--- config.mk ---
export PLATFORM = sky130hd
export DESIGN_NAME = chain_counter4
export DESIGN_NICKNAME = d
export VERILOG_FILES = /design/src/rtl/cnt4_pkg.sv /design/src/rtl/cnt4_decode.sv /design/src/rtl/cnt4_state.sv /design/src/rtl/cnt4_tc.sv /design/src/rtl/chain_counter4.sv
export SDC_FILE = /design/constraint.sdc
export NUM_CORES = 1
export LEC_CHECK = 0
export BUFFER_PORTS_ARGS = -buffer_cell sky130_fd_sc_hd__buf_4
export CAP_MARGIN = 10
export CORE_AREA = 2 2 39 41
export CTS_BUF_LIST = sky130_fd_sc_hd__clkbuf_8
export CTS_CLUSTER_SIZE = 14
export DETAILED_ROUTE_END_ITERATION = 10
export DIE_AREA = 0 0 41 43
export PLACE_DENSITY_LB_ADDON = 0.12
export SLEW_MARGIN = 10
export SYNTH_ARGS = -nofsm -noshare
export SYNTH_HDL_FRONTEND = slang
export SYNTH_SLANG_ARGS = --single-unit
--- constraint.sdc ---
create_clock -name clk -period 1.6 [get_ports clk]
set_clock_uncertainty 0.05 [all_clocks]
set_input_delay 0 -clock clk [delete_from_list [all_inputs] [get_ports clk]]
set_output_delay 0 -clock clk [all_outputs]
set_load 0.01 [all_outputs]
--- src/rtl/cnt4_pkg.sv ---
package cnt4_pkg;

    // Clear behaviour selected at elaboration time.
    typedef enum logic [0:0] {
        CLR_ASYNC = 1'b0,
        CLR_SYNC  = 1'b1
    } clr_style_e;

    // Action taken at the next rising edge.
    typedef enum logic [1:0] {
        OP_HOLD = 2'd0,
        OP_LOAD = 2'd1,
        OP_STEP = 2'd2,
        OP_ZERO = 2'd3
    } cnt_op_e;

endpackage

--- src/rtl/cnt4_decode.sv ---
module cnt4_decode
    import cnt4_pkg::*;
#(
    parameter clr_style_e CLR_STYLE = CLR_ASYNC
) (
    input  logic    clr_n,
    input  logic    load_n,
    input  logic    en_par,
    input  logic    en_trk,
    output cnt_op_e op
);

    // Priority: clear (sync style only), then load, then step, then hold.
    always_comb begin
        op = OP_HOLD;
        if (CLR_STYLE == CLR_SYNC && !clr_n) begin
            op = OP_ZERO;
        end else if (!load_n) begin
            op = OP_LOAD;
        end else if (en_par && en_trk) begin
            op = OP_STEP;
        end
    end

endmodule

--- src/rtl/cnt4_state.sv ---
module cnt4_state
    import cnt4_pkg::*;
#(
    parameter int         WIDTH     = 4,
    parameter clr_style_e CLR_STYLE = CLR_ASYNC
) (
    input  logic             clk,
    input  logic             clr_n,
    input  cnt_op_e          op,
    input  logic [WIDTH-1:0] din,
    output logic [WIDTH-1:0] count
);

    localparam logic [WIDTH-1:0] ONE = WIDTH'(1);

    typedef struct packed {
        logic [WIDTH-1:0] value;
    } state_t;

    state_t st_d, st_q;

    always_comb begin
        st_d = st_q;
        case (op)
            OP_LOAD: st_d.value = din;
            OP_STEP: st_d.value = st_q.value + ONE;
            OP_ZERO: st_d.value = '0;
            default: st_d.value = st_q.value;
        endcase
    end

    generate
        if (CLR_STYLE == CLR_ASYNC) begin : g_async
            always_ff @(posedge clk or negedge clr_n) begin
                if (!clr_n) begin
                    st_q <= '0;
                end else begin
                    st_q <= st_d;
                end
            end


            async_clr_chk: assert property (@(posedge clk)
                !clr_n |-> (count == '0))
                else $error("async clear did not hold count at zero");
        end else begin : g_sync
            always_ff @(posedge clk) begin
                st_q <= st_d;
            end


            sync_clr_chk: assert property (@(posedge clk)
                !clr_n |=> (count == '0))
                else $error("sync clear did not zero count at edge");
        end
    endgenerate

    assign count = st_q.value;


    load_takes_din_chk: assert property (@(posedge clk) disable iff (!clr_n)
        (op == OP_LOAD) |=> (count == $past(din)))
        else $error("load did not capture data");


    step_by_one_chk: assert property (@(posedge clk) disable iff (!clr_n)
        (op == OP_STEP) |=> (count == WIDTH'($past(count) + ONE)))
        else $error("count did not step by one");


    hold_value_chk: assert property (@(posedge clk) disable iff (!clr_n)
        (op == OP_HOLD) |=> $stable(count))
        else $error("count changed while holding");

endmodule

--- src/rtl/cnt4_tc.sv ---
module cnt4_tc #(
    parameter int WIDTH = 4
) (
    input  logic [WIDTH-1:0] count,
    input  logic             en_trk,
    output logic             tc
);

    always_comb begin
        tc = en_trk & (&count);
    end

endmodule

--- src/rtl/chain_counter4.sv ---
module chain_counter4
    import cnt4_pkg::*;
#(
    parameter int         WIDTH     = 4,
    parameter clr_style_e CLR_STYLE = CLR_ASYNC
) (
    input  logic             clk,
    input  logic             clr_n,
    input  logic             load_n,
    input  logic             en_par,
    input  logic             en_trk,
    input  logic [WIDTH-1:0] din,
    output logic [WIDTH-1:0] count,
    output logic             tc
);

    localparam logic [WIDTH-1:0] TOP_VAL = {WIDTH{1'b1}};

    cnt_op_e op;

    cnt4_decode #(.CLR_STYLE(CLR_STYLE)) u_decode (
        .clr_n  (clr_n),
        .load_n (load_n),
        .en_par (en_par),
        .en_trk (en_trk),
        .op     (op)
    );

    cnt4_state #(.WIDTH(WIDTH), .CLR_STYLE(CLR_STYLE)) u_state (
        .clk   (clk),
        .clr_n (clr_n),
        .op    (op),
        .din   (din),
        .count (count)
    );

    cnt4_tc #(.WIDTH(WIDTH)) u_tc (
        .count  (count),
        .en_trk (en_trk),
        .tc     (tc)
    );


    tc_needs_trk_chk: assert property (@(posedge clk) disable iff (!clr_n)
        !en_trk |-> !tc)
        else $error("terminal count high with trickle enable low");


    tc_at_top_chk: assert property (@(posedge clk) disable iff (!clr_n)
        (en_trk && count == TOP_VAL) |-> tc)
        else $error("terminal count missing at top value");

endmodule

==> out/qor.txt <==
CTS tree = done
Initial antenna violation count = 0
RR Endpoint = u_state.count[2]
Initial core utilization = 0.157
DRC = 0
Sequential Power Share = 0.298
Unique masters post-synth = 13
Worst Tran Pin Value = 128 ps
Clock network fraction of total power = 0.489
Post-synthesis cell count = 23
Slowest CP cell = dfrtp_1
Initial drt markers = 1
Setup TNS = 0 ps
CP peak stage delay = 410 ps
Worst hold stages = 3
Row count = 14
Final max-slew violation count = 0
Synthesized area per cell = 9.47 sq um
Post-Syn Nets = 33
Worst reg-to-reg path cell count = 4
Vias in the first global route = 256
Max clock buf depth = 2
Area Growth Syn to Fin = 94.3%
Post-DR wirelength/cell = 9.24 microns
Switching Power = 0.0969 mW
Final WL = 545 microns
Status = completed
DP HPWL = 449 microns
Worst skew pair latency = 210 ps
Gr ovfl total = 0
Vias per cell = 3.97
Nets = 55
Via count = 234
Root Driver = clkbuf_8
Internal power = 0.327 mW
Hold Crit Start = din[3]
CTS Buf Count = 3
Core area = 1380 sq um
H-Tree Depth = 1
Flip-flop count of the largest register after layout = 4
Critical path class = reg2out
Path category of the worst min-delay check = in2reg
Pwr Density = 1000 nW/um^2
Startpoint Class = flip-flop
F_max = 808 MHz
RR Startpoint = u_state.count[0]
WHS Endpoint = u_state.count[3]
Max Cap Violations = 0
Antenna cells = 0
Worst hold slack = 27.5 ps
Met3 Use GR = 0.0524
Resized Gates After CTS = 0
Die Width = 41 microns
Clock sinks = 4
Comb power frac = 0.212
Post-Route Utilization = 0.306
Leakage power = 0.195 nW
Layout cell share with drive strength beyond 1 = 0.419
Endpoints failing setup = 0
Crit path time final = 1240 ps
Die Height = 43 microns
Sw Share = 0.228
Worst IR drop on VDD = 429 uV
Yosys reg bits = 4
Syn Std Cell Area = 218 sq um
Grt met1 use = 0.0812
CP Cell Sequence = ha_1 > and4_2 > buf_4
IO Pins = 14
IO buf count = 13
Largest net degree at the start of global routing = 9
Drt first pass iters = 2
Postcts setup bufs = 0
Most Crowded Layer GR = met2
Slew Limit Headroom = 0.912
YS warnings = 0
# hold bufs at CTS = 5
Critical path data arrival time = 1190 ps
All-layer global routing usage = 0.0846
Crit-path max FO = 4
Die area = 1760 sq um
Global-route wire length before repair = 924 microns
Post-DRT Antenna Nets = 0
Critical path endpoint category = output port
RSZ-0062 raised after global routing = false
Clock-pin slew on the worst setup and hold paths = 30 ps
Register area share after synthesis = 0.460
Period utilisation layout = 0.773
Hold Fails Final Rpt = 0
Setup slack, reg-to-reg = 450 ps
Gpl congestion = 0.639
Critical Path RT = 1550 ps
GR Layer Usage met2 = 0.116
critical path, delay by kind of cell (launching register included):
| family | cells | cell delay (ps) |
|---|---|---|
| AND/OR/NAND/NOR | 1 | 200 |
| buffers and inverters | 1 | 140 |
| adder cells (fa/ha/maj) | 1 | 230 |
| flip-flops | 1 | 410 |
logic make-up after synthesis:
group                      count (synthesis)  share of synthesized area
AOI/OAI and AO/OA                          5                      0.121
xor gates and xnor gates                   2                     0.0805
adders and majority gates                  1                     0.0575
buffers and inverters                      1                     0.0172
DFF                                        4                      0.460
muxes                                      1                     0.0460
and+or+nand+nor                            9                      0.218
cell usage in the layout (no fill, tap or decap):
cell,synthesis,routed
buf_4,0,13
dlygate4sd3_1,0,5
nor2_1,4,4
dfrtp_1,4,4
a21oi_1,3,3
clkbuf_8,0,3
nand3_1,2,2
xor2_1,2,2
and4_2,1,1
nand2_2,1,1
o21ai_0,1,1
or3_1,1,1
a31oi_1,1,1
mux2i_1,1,1
ha_1,1,1
power groups by stage:
stage | clock network (mW) | logic, mW | registers (mW)
global placement | 0 | 0.0814 | 0.128
CTS | 0.212 | 0.0918 | 0.127
global route | 0.222 | 0.103 | 0.129
floorplan | 0 | 0.0312 | 0.132
detailed placement | 0 | 0.0819 | 0.128
finish | 0.207 | 0.0899 | 0.127
synth_stat cells (all sizes together):
library cell / number / area, sq um
a21oi: 3 / 15.0
a31oi: 1 / 6.26
mux2i: 1 / 10.0
o21ai: 1 / 5.00
ha: 1 / 12.5
and4: 1 / 10.0
dfrtp: 4 / 100
or3: 1 / 6.26
xor2: 2 / 17.5
nor2: 4 / 15.0
clkbuf: 1 / 3.75
nand2: 1 / 6.26
nand3: 2 / 10.0
layer usage:
layer | wire length [microns] | share of wire
met2 | 235 | 0.43
met4 | 10 | 0.018
met5 | 0 | 0
met3 | 68 | 0.12
met1 | 231 | 0.42
layout make-up:
cell class,instances,area [sq um]
flip-flops and latches,4,100
fillers,150,961
repair buffers,18,148
multi-input cells,18,114
clock buffers,3,41.3
well taps,16,20.0
worst max path at each step:
| stage | start | endpoint | slack (ps) | depth (start not counted) |
|---|---|---|---|---|
| after floorplan | u_state.count[0] | u_state.count[2] | 490 | 4 |
| after global placement | u_state.count[0] | u_state.count[2] | 450 | 4 |
| after detailed placement | u_state.count[0] | u_state.count[2] | 460 | 4 |
| after CTS | u_state.count[0] | tc | 350 | 3 |
| after global routing | u_state.count[0] | tc | 310 | 3 |
| final | u_state.count[0] | tc | 360 | 3 |
through the flow:
| step | power (mW) | area, sq um | std cells | worst slack (ps) |
|---|---|---|---|---|
| 6_report | 0.424 | 423 | 59 | 363 |
| 5_1_grt | 0.454 | 423 | 59 | 314 |
| 4_1_cts | 0.431 | 423 | 59 | 347 |
| 3_5_place_dp | 0.210 | 332 | 51 | 456 |
| 3_3_place_gp | 0.209 | 332 | 51 | 448 |
| 2_1_floorplan | 0.163 | 218 | 23 | 495 |
Power figures use the tool's default switching activity.
